File: config.mk
export PLATFORM = sky130hd
export DESIGN_NAME = strobe_reg_slave
export DESIGN_NICKNAME = d
export VERILOG_FILES = /design/src/rtl/srs_pkg.sv /design/src/rtl/srs_sync.sv /design/src/rtl/srs_frame.sv /design/src/rtl/srs_regfile.sv /design/src/rtl/strobe_reg_slave.sv
export SDC_FILE = /design/constraint.sdc
export NUM_CORES = 1
export LEC_CHECK = 0
export BUFFER_PORTS_ARGS = -buffer_cell sky130_fd_sc_hd__clkbuf_2
export CORE_MARGIN = 5
export CORE_UTILIZATION = 55
export CTS_CLUSTER_DIAMETER = 100
export CTS_CLUSTER_SIZE = 28
export DETAILED_ROUTE_END_ITERATION = 8
export PLACE_DENSITY_LB_ADDON = 0.12
export SETUP_SLACK_MARGIN = 0.1
export SYNTH_ARGS = -nofsm -noshare
export SYNTH_HDL_FRONTEND = slang
export SYNTH_SLANG_ARGS = --single-unit
File: constraint.sdc
create_clock -name clk -period 3.8 [get_ports clk]
set_input_delay 0.57 -clock clk [delete_from_list [all_inputs] [get_ports clk]]
set_output_delay 0.57 -clock clk [all_outputs]
set_load 0.05 [all_outputs]
File: src/rtl/srs_pkg.sv
package srs_pkg;
  localparam int DATA_W = 16;
  localparam int ADDR_W = 7;
  localparam int HDR_W  = ADDR_W + 1;

  localparam logic [ADDR_W-1:0] ID_ADDR   = 7'h10;
  localparam logic [ADDR_W-1:0] VER_ADDR  = 7'h11;
  localparam int                FUNC_BASE = 'h20;
  localparam int                PIN_BASE  = 'h30;
  localparam int                DIR_BASE  = 'h40;

  typedef enum logic [1:0] {
    FR_HDR  = 2'd0,
    FR_DATA = 2'd1,
    FR_DONE = 2'd2
  } fr_state_t;
endpackage

File: src/rtl/srs_sync.sv
module srs_sync #(
  parameter int             W       = 1,
  parameter logic [W-1:0]   RST_VAL = '0
) (
  input  logic         clk,
  input  logic         rst,
  input  logic [W-1:0] d,
  output logic [W-1:0] q
);
  logic [W-1:0] meta_q;
  logic [W-1:0] sync_q;

  always_ff @(posedge clk) begin
    if (rst) begin
      meta_q <= RST_VAL;
      sync_q <= RST_VAL;
    end else begin
      meta_q <= d;
      sync_q <= meta_q;
    end
  end

  assign q = sync_q;
endmodule

File: src/rtl/srs_frame.sv
module srs_frame
  import srs_pkg::*;
(
  input  logic              clk,
  input  logic              rst,
  input  logic              clr_s,
  input  logic              stb_s,
  input  logic              sdi_s,
  input  logic [DATA_W-1:0] rd_data,
  output logic [ADDR_W-1:0] look_addr,
  output logic [ADDR_W-1:0] wr_addr,
  output logic [DATA_W-1:0] wr_data,
  output logic              wr_en,
  output logic              sdo
);
  localparam int CNT_W = $clog2(DATA_W);
  localparam logic [CNT_W-1:0] HDR_LAST  = CNT_W'(HDR_W - 1);
  localparam logic [CNT_W-1:0] DATA_LAST = CNT_W'(DATA_W - 1);

  fr_state_t         state_q;
  logic [CNT_W-1:0]  cnt_q;
  logic [HDR_W-2:0]  hdr_q;
  logic [DATA_W-1:0] sh_q;
  logic [ADDR_W-1:0] addr_q;
  logic              rd_q;
  logic              sdo_q;
  logic              stb_d;
  logic              rise;

  assign rise      = stb_s & ~stb_d;
  assign look_addr = {hdr_q[ADDR_W-2:0], sdi_s};
  assign wr_addr   = addr_q;
  assign wr_data   = {sh_q[DATA_W-2:0], sdi_s};
  assign wr_en     = rise && clr_s && (state_q == FR_DATA) && !rd_q && (cnt_q == DATA_LAST);
  assign sdo       = sdo_q;

  always_ff @(posedge clk) begin
    if (rst) begin
      state_q <= FR_HDR;
      cnt_q   <= '0;
      hdr_q   <= '0;
      sh_q    <= '0;
      addr_q  <= '0;
      rd_q    <= 1'b0;
      sdo_q   <= 1'b0;
      stb_d   <= 1'b0;
    end else begin
      stb_d <= stb_s;
      if (!clr_s) begin
        state_q <= FR_HDR;
        cnt_q   <= '0;
        sdo_q   <= 1'b0;
      end else if (rise) begin
        case (state_q)
          FR_HDR: begin
            hdr_q <= {hdr_q[HDR_W-3:0], sdi_s};
            if (cnt_q == HDR_LAST) begin
              state_q <= FR_DATA;
              cnt_q   <= '0;
              rd_q    <= hdr_q[HDR_W-2];
              addr_q  <= look_addr;
              if (hdr_q[HDR_W-2]) sh_q <= rd_data;
            end else begin
              cnt_q <= cnt_q + 1'b1;
            end
          end
          FR_DATA: begin
            sh_q <= {sh_q[DATA_W-2:0], sdi_s};
            if (rd_q) sdo_q <= sh_q[DATA_W-1];
            if (cnt_q == DATA_LAST) state_q <= FR_DONE;
            else                    cnt_q   <= cnt_q + 1'b1;
          end
          default: ;
        endcase
      end
    end
  end

  // clear forces the framer back to the first header bit
  a_r1_clear_restart: assert property (@(posedge clk) disable iff (rst)
    !clr_s |=> (state_q == FR_HDR && cnt_q == '0));

  // without a strobe rising edge the framer does not advance
  a_r3_hold_without_edge: assert property (@(posedge clk) disable iff (rst)
    (!rise && clr_s) |=> ($stable(cnt_q) && $stable(state_q)));

  // a finished frame keeps the return line still until clear
  a_r10_done_quiet: assert property (@(posedge clk) disable iff (rst)
    (state_q == FR_DONE && clr_s) |=> $stable(sdo_q));

  // reset leaves the return line low
  a_r11_reset_sdo: assert property (@(posedge clk) disable iff (rst)
    $past(rst) |-> !sdo_q);
endmodule

File: src/rtl/srs_regfile.sv
module srs_regfile
  import srs_pkg::*;
#(
  parameter int         FUNC_WORDS = 2,
  parameter int         PIN_WORDS  = 3,
  parameter logic [7:0] PLAT_HI    = 8'h00,
  parameter logic [3:0] FW_BUILD   = 4'h2,
  parameter logic [3:0] FW_MINOR   = 4'h5,
  parameter logic [3:0] FW_PATCH   = 4'h1
) (
  input  logic                         clk,
  input  logic                         rst,
  input  logic [ADDR_W-1:0]            rd_addr,
  output logic [DATA_W-1:0]            rd_data,
  input  logic                         wr_en,
  input  logic [ADDR_W-1:0]            wr_addr,
  input  logic [DATA_W-1:0]            wr_data,
  output logic [FUNC_WORDS*DATA_W-1:0] func_bus,
  output logic [PIN_WORDS*DATA_W-1:0]  en_bus,
  output logic [PIN_WORDS*DATA_W-1:0]  dir_bus
);
  localparam logic [DATA_W-1:0] ID_WORD  = {PLAT_HI, 8'h01};
  localparam logic [DATA_W-1:0] VER_WORD = {FW_BUILD, 4'h0, FW_MINOR, FW_PATCH};

  logic [DATA_W-1:0] func_q [FUNC_WORDS];
  logic [DATA_W-1:0] en_q   [PIN_WORDS];
  logic [DATA_W-1:0] dir_q  [PIN_WORDS];
  logic              wr_hit;

  for (genvar i = 0; i < FUNC_WORDS; i++) begin : g_func
    always_ff @(posedge clk) begin
      if (rst) func_q[i] <= '0;
      else if (wr_en && wr_addr == ADDR_W'(FUNC_BASE + i)) func_q[i] <= wr_data;
    end
    assign func_bus[i*DATA_W +: DATA_W] = func_q[i];

    // a write to function word i shows up on its bus slice
    a_r12_func_lands: assert property (@(posedge clk) disable iff (rst)
      (wr_en && wr_addr == ADDR_W'(FUNC_BASE + i)) |=> (func_bus[i*DATA_W +: DATA_W] == $past(wr_data)));
  end

  for (genvar i = 0; i < PIN_WORDS; i++) begin : g_pin
    always_ff @(posedge clk) begin
      if (rst) begin
        en_q[i]  <= '0;
        dir_q[i] <= '0;
      end else if (wr_en) begin
        if (wr_addr == ADDR_W'(PIN_BASE + i)) en_q[i]  <= wr_data;
        if (wr_addr == ADDR_W'(DIR_BASE + i)) dir_q[i] <= wr_data;
      end
    end
    assign en_bus[i*DATA_W +: DATA_W]  = en_q[i];
    assign dir_bus[i*DATA_W +: DATA_W] = dir_q[i];

    // pin enable and direction words land in their slices
    a_r12_pin_lands: assert property (@(posedge clk) disable iff (rst)
      (wr_en && wr_addr == ADDR_W'(PIN_BASE + i)) |=> (en_bus[i*DATA_W +: DATA_W] == $past(wr_data)));
    a_r12_dir_lands: assert property (@(posedge clk) disable iff (rst)
      (wr_en && wr_addr == ADDR_W'(DIR_BASE + i)) |=> (dir_bus[i*DATA_W +: DATA_W] == $past(wr_data)));
  end

  always_comb begin
    wr_hit = 1'b0;
    for (int k = 0; k < FUNC_WORDS; k++)
      if (wr_addr == ADDR_W'(FUNC_BASE + k)) wr_hit = 1'b1;
    for (int k = 0; k < PIN_WORDS; k++)
      if (wr_addr == ADDR_W'(PIN_BASE + k) || wr_addr == ADDR_W'(DIR_BASE + k)) wr_hit = 1'b1;
  end

  always_comb begin
    rd_data = '0;
    if (rd_addr == ID_ADDR)  rd_data = ID_WORD;
    if (rd_addr == VER_ADDR) rd_data = VER_WORD;
    for (int k = 0; k < FUNC_WORDS; k++)
      if (rd_addr == ADDR_W'(FUNC_BASE + k)) rd_data = func_q[k];
    for (int k = 0; k < PIN_WORDS; k++) begin
      if (rd_addr == ADDR_W'(PIN_BASE + k)) rd_data = en_q[k];
      if (rd_addr == ADDR_W'(DIR_BASE + k)) rd_data = dir_q[k];
    end
  end

  // a write that hits no writable word leaves every bank unchanged
  a_r9_miss_discarded: assert property (@(posedge clk) disable iff (rst)
    (wr_en && !wr_hit) |=> ($stable(func_bus) && $stable(en_bus) && $stable(dir_bus)));
endmodule

File: src/rtl/strobe_reg_slave.sv
module strobe_reg_slave
  import srs_pkg::*;
#(
  parameter int         FUNC_WORDS = 2,
  parameter int         PIN_WORDS  = 3,
  parameter logic [7:0] PLAT_HI    = 8'h00,
  parameter logic [3:0] FW_BUILD   = 4'h2,
  parameter logic [3:0] FW_MINOR   = 4'h5,
  parameter logic [3:0] FW_PATCH   = 4'h1
) (
  input  logic                         clk,
  input  logic                         rst,
  input  logic                         clr_n_i,
  input  logic                         stb_i,
  input  logic                         sdi_i,
  output logic                         sdo_o,
  output logic [FUNC_WORDS*DATA_W-1:0] func_en_o,
  output logic [PIN_WORDS*DATA_W-1:0]  pin_en_o,
  output logic [PIN_WORDS*DATA_W-1:0]  pin_dir_o
);
  logic [2:0]        raw_in;
  logic [2:0]        syn_in;
  logic [ADDR_W-1:0] look_addr;
  logic [ADDR_W-1:0] wr_addr;
  logic [DATA_W-1:0] wr_data;
  logic [DATA_W-1:0] rd_data;
  logic              wr_en;

  assign raw_in = {clr_n_i, stb_i, sdi_i};

  srs_sync #(.W(3), .RST_VAL(3'b100)) u_sync (
    .clk (clk),
    .rst (rst),
    .d   (raw_in),
    .q   (syn_in)
  );

  srs_frame u_frame (
    .clk       (clk),
    .rst       (rst),
    .clr_s     (syn_in[2]),
    .stb_s     (syn_in[1]),
    .sdi_s     (syn_in[0]),
    .rd_data   (rd_data),
    .look_addr (look_addr),
    .wr_addr   (wr_addr),
    .wr_data   (wr_data),
    .wr_en     (wr_en),
    .sdo       (sdo_o)
  );

  srs_regfile #(
    .FUNC_WORDS (FUNC_WORDS),
    .PIN_WORDS  (PIN_WORDS),
    .PLAT_HI    (PLAT_HI),
    .FW_BUILD   (FW_BUILD),
    .FW_MINOR   (FW_MINOR),
    .FW_PATCH   (FW_PATCH)
  ) u_regs (
    .clk      (clk),
    .rst      (rst),
    .rd_addr  (look_addr),
    .rd_data  (rd_data),
    .wr_en    (wr_en),
    .wr_addr  (wr_addr),
    .wr_data  (wr_data),
    .func_bus (func_en_o),
    .en_bus   (pin_en_o),
    .dir_bus  (pin_dir_o)
  );
endmodule

Yosys cells after proc, flatten, opt, wreduce, memory -nomap -nowiden

Memory sizes are Yosys's and may differ from the RTL's.
Cells that the tools add are included.

Memories: 3
RAM bits: 128
Logic and storage cells: 125
Output and inout port bits: 129
Register bits after elaboration: 45

Eq/ne operators: 25
Mux-type cells: 59
Bitwise gates (word level): 11
Reduce and logical (&&, ||, !) cells: 16
$add $sub $neg: 1

Memory list:

| name          | words | bits a word | rd ports | clocked after memory_dff | write ports | RTL line          | RTL |
|---|---|---|---|---|---|---|---|
| u_regs.dir_q  | 3     | 16          | 3        | 0                        | 3           | srs_regfile.sv:27 | `logic [DATA_W-1:0] dir_q [PIN_WORDS];` |
| u_regs.en_q   | 3     | 16          | 3        | 0                        | 3           | srs_regfile.sv:26 | `logic [DATA_W-1:0] en_q [PIN_WORDS];` |
| u_regs.func_q | 2     | 16          | 2        | 0                        | 2           | srs_regfile.sv:25 | `logic [DATA_W-1:0] func_q [FUNC_WORDS];` |

Operators with widths:

| cell                                                 | number |
|---|---|
| 2-to-1 mux 16 bit                                    | 18 |
| equality test 7 x 6 -> 1 bit (second input constant) | 10 |
| equality test 7 bit (second input constant)          | 6 |
| 2-to-1 mux 1 bit                                     | 33 |
| one-hot mux 16 bit (2 select lines)                  | 1 |
| equality test 7 x 5 -> 1 bit (second input constant) | 2 |
| 2-to-1 mux 14 bit                                    | 1 |
| AND reduction 3 bit                                  | 3 |
| 2-to-1 mux 4 bit                                     | 2 |
| bitwise OR 1 bit                                     | 8 |
| one-hot mux 4 bit (2 select lines)                   | 1 |
| AND reduction 4 bit                                  | 2 |
| logical AND 1 bit                                    | 6 |
| AND reduction 5 bit                                  | 1 |
| adder 4 x 1 -> 4 bit (second input constant)         | 1 |
| equality test 4 x 3 -> 1 bit (second input constant) | 1 |
| equality test 4 bit (second input constant)          | 1 |
| 2-to-1 mux 2 bit                                     | 2 |
| != test 2 x 1 -> 1 bit (second input constant)       | 2 |
| != test 2 bit (second input constant)                | 2 |
| one-hot mux 2 bit (2 select lines)                   | 1 |
| equality test 2 x 1 -> 1 bit (second input constant) | 1 |
| zero test 2 bit                                      | 1 |
| inverter 1 bit                                       | 2 |
| other kinds (4)                                      | 4 |

Logic depth before layout (Yosys ltp)

Depth after elaboration: 14
Depth in mapped cells: 8
Depth with buffers taken out: 6

Modules after synthesis

Synthesis repeated with hierarchy kept, for this count alone.

Cell total of the unflattened synthesis: 723
Area, all modules: 8595.7 um2

By module, submodules not included:

| module      | area an instance (um2) | instances | cells each |
|---|---|---|---|
| srs_regfile | 6496.2                 | 1         | 519 |
| srs_frame   | 1941.9                 | 1         | 192 |
| srs_sync    | 157.7                  | 1         | 12 |

Worst setup path before layout

OpenSTA, ideal clock, no wires.

Path type: reg-to-reg
Start point: register u_frame.cnt_q[0]
End point: memory u_regs.en_q[0][0], enable pin
Path slack: 833 ps
Arrival time: 2556 ps
Buffers on the path: 1
Data required time: 3389 ps
Setup time: 411 ps
Cell stages (with the launch flop): 7
Cells stage by stage: dfxtp_1 -> ha_1 -> and2_1 -> buf_6 -> nand4_4 -> or2_2 -> o21ai_0

RTL lines:

| element                | RTL line          | RTL |
|---|---|---|
| from (decl)            | srs_frame.sv:21   | `logic [CNT_W-1:0] cnt_q;` |
| from (signal assigned) | srs_frame.sv:64   | `cnt_q <= cnt_q + 1'b1;` |
| from (signal assigned) | srs_frame.sv:71   | `else cnt_q <= cnt_q + 1'b1;` |
| to (decl)              | srs_regfile.sv:26 |  |

Worst setup path in the final report

Start point: register u_frame.cnt_q[0]
End point: register u_frame.sh_q[1]

Cells in the longest elaborated chain, start to end: 3

RTL lines:

| element                          | RTL line        | RTL |
|---|---|---|
| equality test 4 x 3 -> 1 bit     | srs_frame.sv:57 | `if (cnt_q == HDR_LAST) begin` |
| != test 2 x 1 -> 1 bit (no line) | --              |  |
| AND reduction 5 bit (no line)    | --              |  |
| to (signal assigned)             | srs_frame.sv:62 | `if (hdr_q[HDR_W-2]) sh_q <= rd_data;` |
| to (signal assigned)             | srs_frame.sv:68 | `sh_q <= {sh_q[DATA_W-2:0], sdi_s};` |
| to (decl)                        | srs_frame.sv:23 | `logic [DATA_W-1:0] sh_q;` |

Every way passes these cells.
A chain may end at the register's enable or synchronous reset.

==> results.toml <==
[outcome]
status = "finished, final reports clean"

[clocking]
cts.sinks = 173
cts_tree = "built"
htreeDepth = 4
cts_root_buffer = "clkbuf_16"
holdBufCountCts = 0
cts_buffers = 17
postCtsResizedCells = 0
postCtsSetupBuffers = 0
worstSkewPairLatency_ps = 440
path_clk_slew_ps = 70
cts_buffer_depth = 2

[global_routing]
antenna_found_initial = 0
grtUsageTotal = 0.278
grt_pass1_vias = 6383
grt_first_pass_wirelength_um = 37400
grt_max_degree = 32
grt_overflow = 0

[finish]
layout.cells.non_filler = 1009
nets = 819
layout-drive-gt1-share = 0.273
areaGrowthSynthToFinish_pct = 16.0
num-fill-cells = 1135
diodes = 0

[die]
rows = 44
core_region_area_sq_mm = 0.0146
io_pins = 134
die_h_um = 133
start_util = 0.565
dieWidth_um = 133
die-area_sq_mm = 0.0176

[place]
placed_cells = 978
gp_congestion = 0.948
dp_hpwl_um = 16400
dp_slack_ps = 1170
port_buffers = 133

[timing]
final-hold-violation-count = 0
worst_pin_slew_ps = 987
setup_viol = 0
tns_ps = 0
slew_headroom = 0.337
max_freq_mhz = 368
drv_slew = 0
fin_crit_sh = 0.716
period_minus_slack_ps = 2720
setup_ws_ps = 1080
fin_skew_ps = 13.6
rsz0062_at_grt = "false"

[yosys]
netlist_instances = 706
syn_nets = 712
ys_types = 62
syn-cell-area_sq_mm = 0.00827
synthArstFlopShare = 0
seq_area_frac_synth = 0.574
yosys_warnings = 0
synth-main-ff-cell = "edfxtp_1"
synth.avg_cell_area_sq_um = 11.7
synth_seq_cells = 173
synth_edf_count = 128

[pwr]
ir_worst_vdd_mv = 0.309
totalPowerFinal_mw = 4.32
cellPowerDensity_mw_per_mm2 = 450
leakage_nw = 3.60

[worst_setup_path]
critical_path_required_ps = 4130
r2r-start = "u_frame.cnt_q[0]"
rr_endpoint = "u_frame.sh_q[1]"
critPathCaptureType = "flip-flop"
crit_arrival_ps = 3050
start_kind = "flip-flop"
r2r_setup_slack_ps = 1080
critical_path.max_fanout = 22
reg2reg_depth = 5
crit_type = "flip-flop to flip-flop"

[min_path]
hold_depth = 2
min_path_type = "input pin to flip-flop"
holdPathEnd = "u_sync.meta_q[2]"
worstHoldStart = "clr_n_i"

[drt]
avgRoutedWirePerCell_um = 23.9
drtPass1Iterations = 8
drtIter0Drc = 618
vias = 6411
ant_nets = 0
routed_wl_um = 24100
drc = 0
vias_per_cell = 6.35

[job]
cap_violations = 0
-- cell usage in the layout (no fill, tap or decap), types with 6 or more instances in the layout --
master	n
o31ai_1	12
a22o_1	12
clkbuf_16	17
buf_4	18
a221oi_1	21
o22ai_1	11
or3_1	11
nor3_1	8
and2_1	130
edfxtp_1	128
nor2b_1	8
nand3b_1	17
nand2_1	31
o21ai_0	18
dfxtp_1	45
nor2_4	7
mux2i_1	13
a21o_1	13
clkbuf_2	133
a21oi_1	22
clkinv_4	6
mux2_2	12
o211ai_1	9
nor2_1	33
-- cell families (layout without fill, tap and decap cells) --
logic type	after synthesis	in the layout	synth area share
AOI/OAI and AO/OA	155	155	0.133
buffers and inverters	66	185	0.0421
and+or+nand+nor	286	286	0.218
muxes	25	25	0.0321
DFF	173	173	0.574
adders and majority gates	1	1	0.00151
-- how the worst max path moves through the flow --
stage                           from                  to  depth (start not counted)
floorplan           u_frame.cnt_q[0]   u_regs.en_q[0][0]                          6
global placement    u_frame.cnt_q[0]   u_regs.en_q[0][6]                          6
detailed placement  u_frame.cnt_q[0]  u_regs.en_q[0][11]                          6
CTS                 u_frame.cnt_q[0]  u_regs.en_q[0][13]                          6
global route        u_frame.cnt_q[0]     u_frame.sh_q[3]                          5
finish              u_frame.cnt_q[0]     u_frame.sh_q[1]                          5
-- state kept, by name (all words and copies together), names as in the netlist --
name / count
u_regs.dir_q: 48
u_frame.rd_q: 1
u_frame.cnt_q: 4
u_frame.state_q: 2
u_frame.sh_q: 16
u_frame.wr_addr: 7
u_regs.en_q: 48
u_frame.sdo: 1
u_frame.stb_d: 1
u_regs.func_q: 32
u_sync.meta_q: 3
u_frame.hdr_q: 7
u_sync.q: 3
-- synth_stat cells (3+ instances only) --
library cell | number | share of area
nand3b_1 | 17 | 0.015
a22o_1 | 12 | 0.013
o22ai_1 | 11 | 0.0083
dfxtp_1 | 45 | 0.11
clkbuf_1 | 35 | 0.016
edfxtp_1 | 128 | 0.46
nand2b_1 | 5 | 0.0038
o211ai_1 | 9 | 0.0082
buf_2 | 16 | 0.0097
a21o_1 | 13 | 0.012
nor3_1 | 8 | 0.0048
a221o_1 | 4 | 0.0048
nor2_4 | 7 | 0.0095
nor3b_1 | 4 | 0.0036
a211oi_1 | 3 | 0.0027
nor4_4 | 3 | 0.0077
o31ai_1 | 17 | 0.015
nor2_1 | 33 | 0.015
nand4b_1 | 3 | 0.0032
o21ai_0 | 21 | 0.013
nor2b_1 | 8 | 0.0061
mux2_2 | 12 | 0.016
mux2i_1 | 13 | 0.016
a21oi_1 | 22 | 0.013
nand2_1 | 31 | 0.014
or2_2 | 4 | 0.0030
buf_6 | 9 | 0.012
a31oi_1 | 4 | 0.0030
a22oi_1 | 4 | 0.0036
a221oi_1 | 21 | 0.022
nand3_1 | 5 | 0.0030
or3_1 | 11 | 0.0083
and2_1 | 130 | 0.098
-- stage by stage --
stage | util | cell area, sq um | hold slack [ps]
floorplan | - | 8270 | 389
global placement | 0.616 | 9010 | 400
detailed placement | 0.616 | 9010 | 399
CTS | 0.656 | 9600 | 304
global route | 0.656 | 9600 | 309
finish | 0.656 | 9600 | 316
-- cell type report --
type | count | area [sq um] | share of cell area
Clock buffer | 17 | 425 | 0.0443
Timing Repair Buffer | 152 | 821 | 0.0855
Clock inverter | 14 | 160 | 0.0167
Sequential cell | 173 | 4740 | 0.494
Inverter | 2 | 7.51 | 0.000782
Tap cell | 184 | 230 | 0.0240
Multi-Input combinational cell | 467 | 3210 | 0.334
-- power by group --
part / internal, mW / switching (mW)
Clock: 0.978 / 0.771
Combinational: 0.0707 / 0.348
Sequential: 2.10 / 0.0549
-- per-layer routing --
layer / GRT usage / vias to the layer above / part of all wire
met5: 0 / - / 0
met4: 0.118 / 0 / 0.032
met3: 0.0611 / 63 / 0.082
met2: 0.435 / 355 / 0.48
met1: 0.375 / 3167 / 0.41
li1: - / 2826 / -
-- critical path, cell delays in order, from the launching register on --
cell,delay [ps]
dfxtp_1,440
ha_1,260
and4b_1,270
o31a_1,700
nand3_1,560
o31ai_1,390
Power figures use the tool's default switching activity.
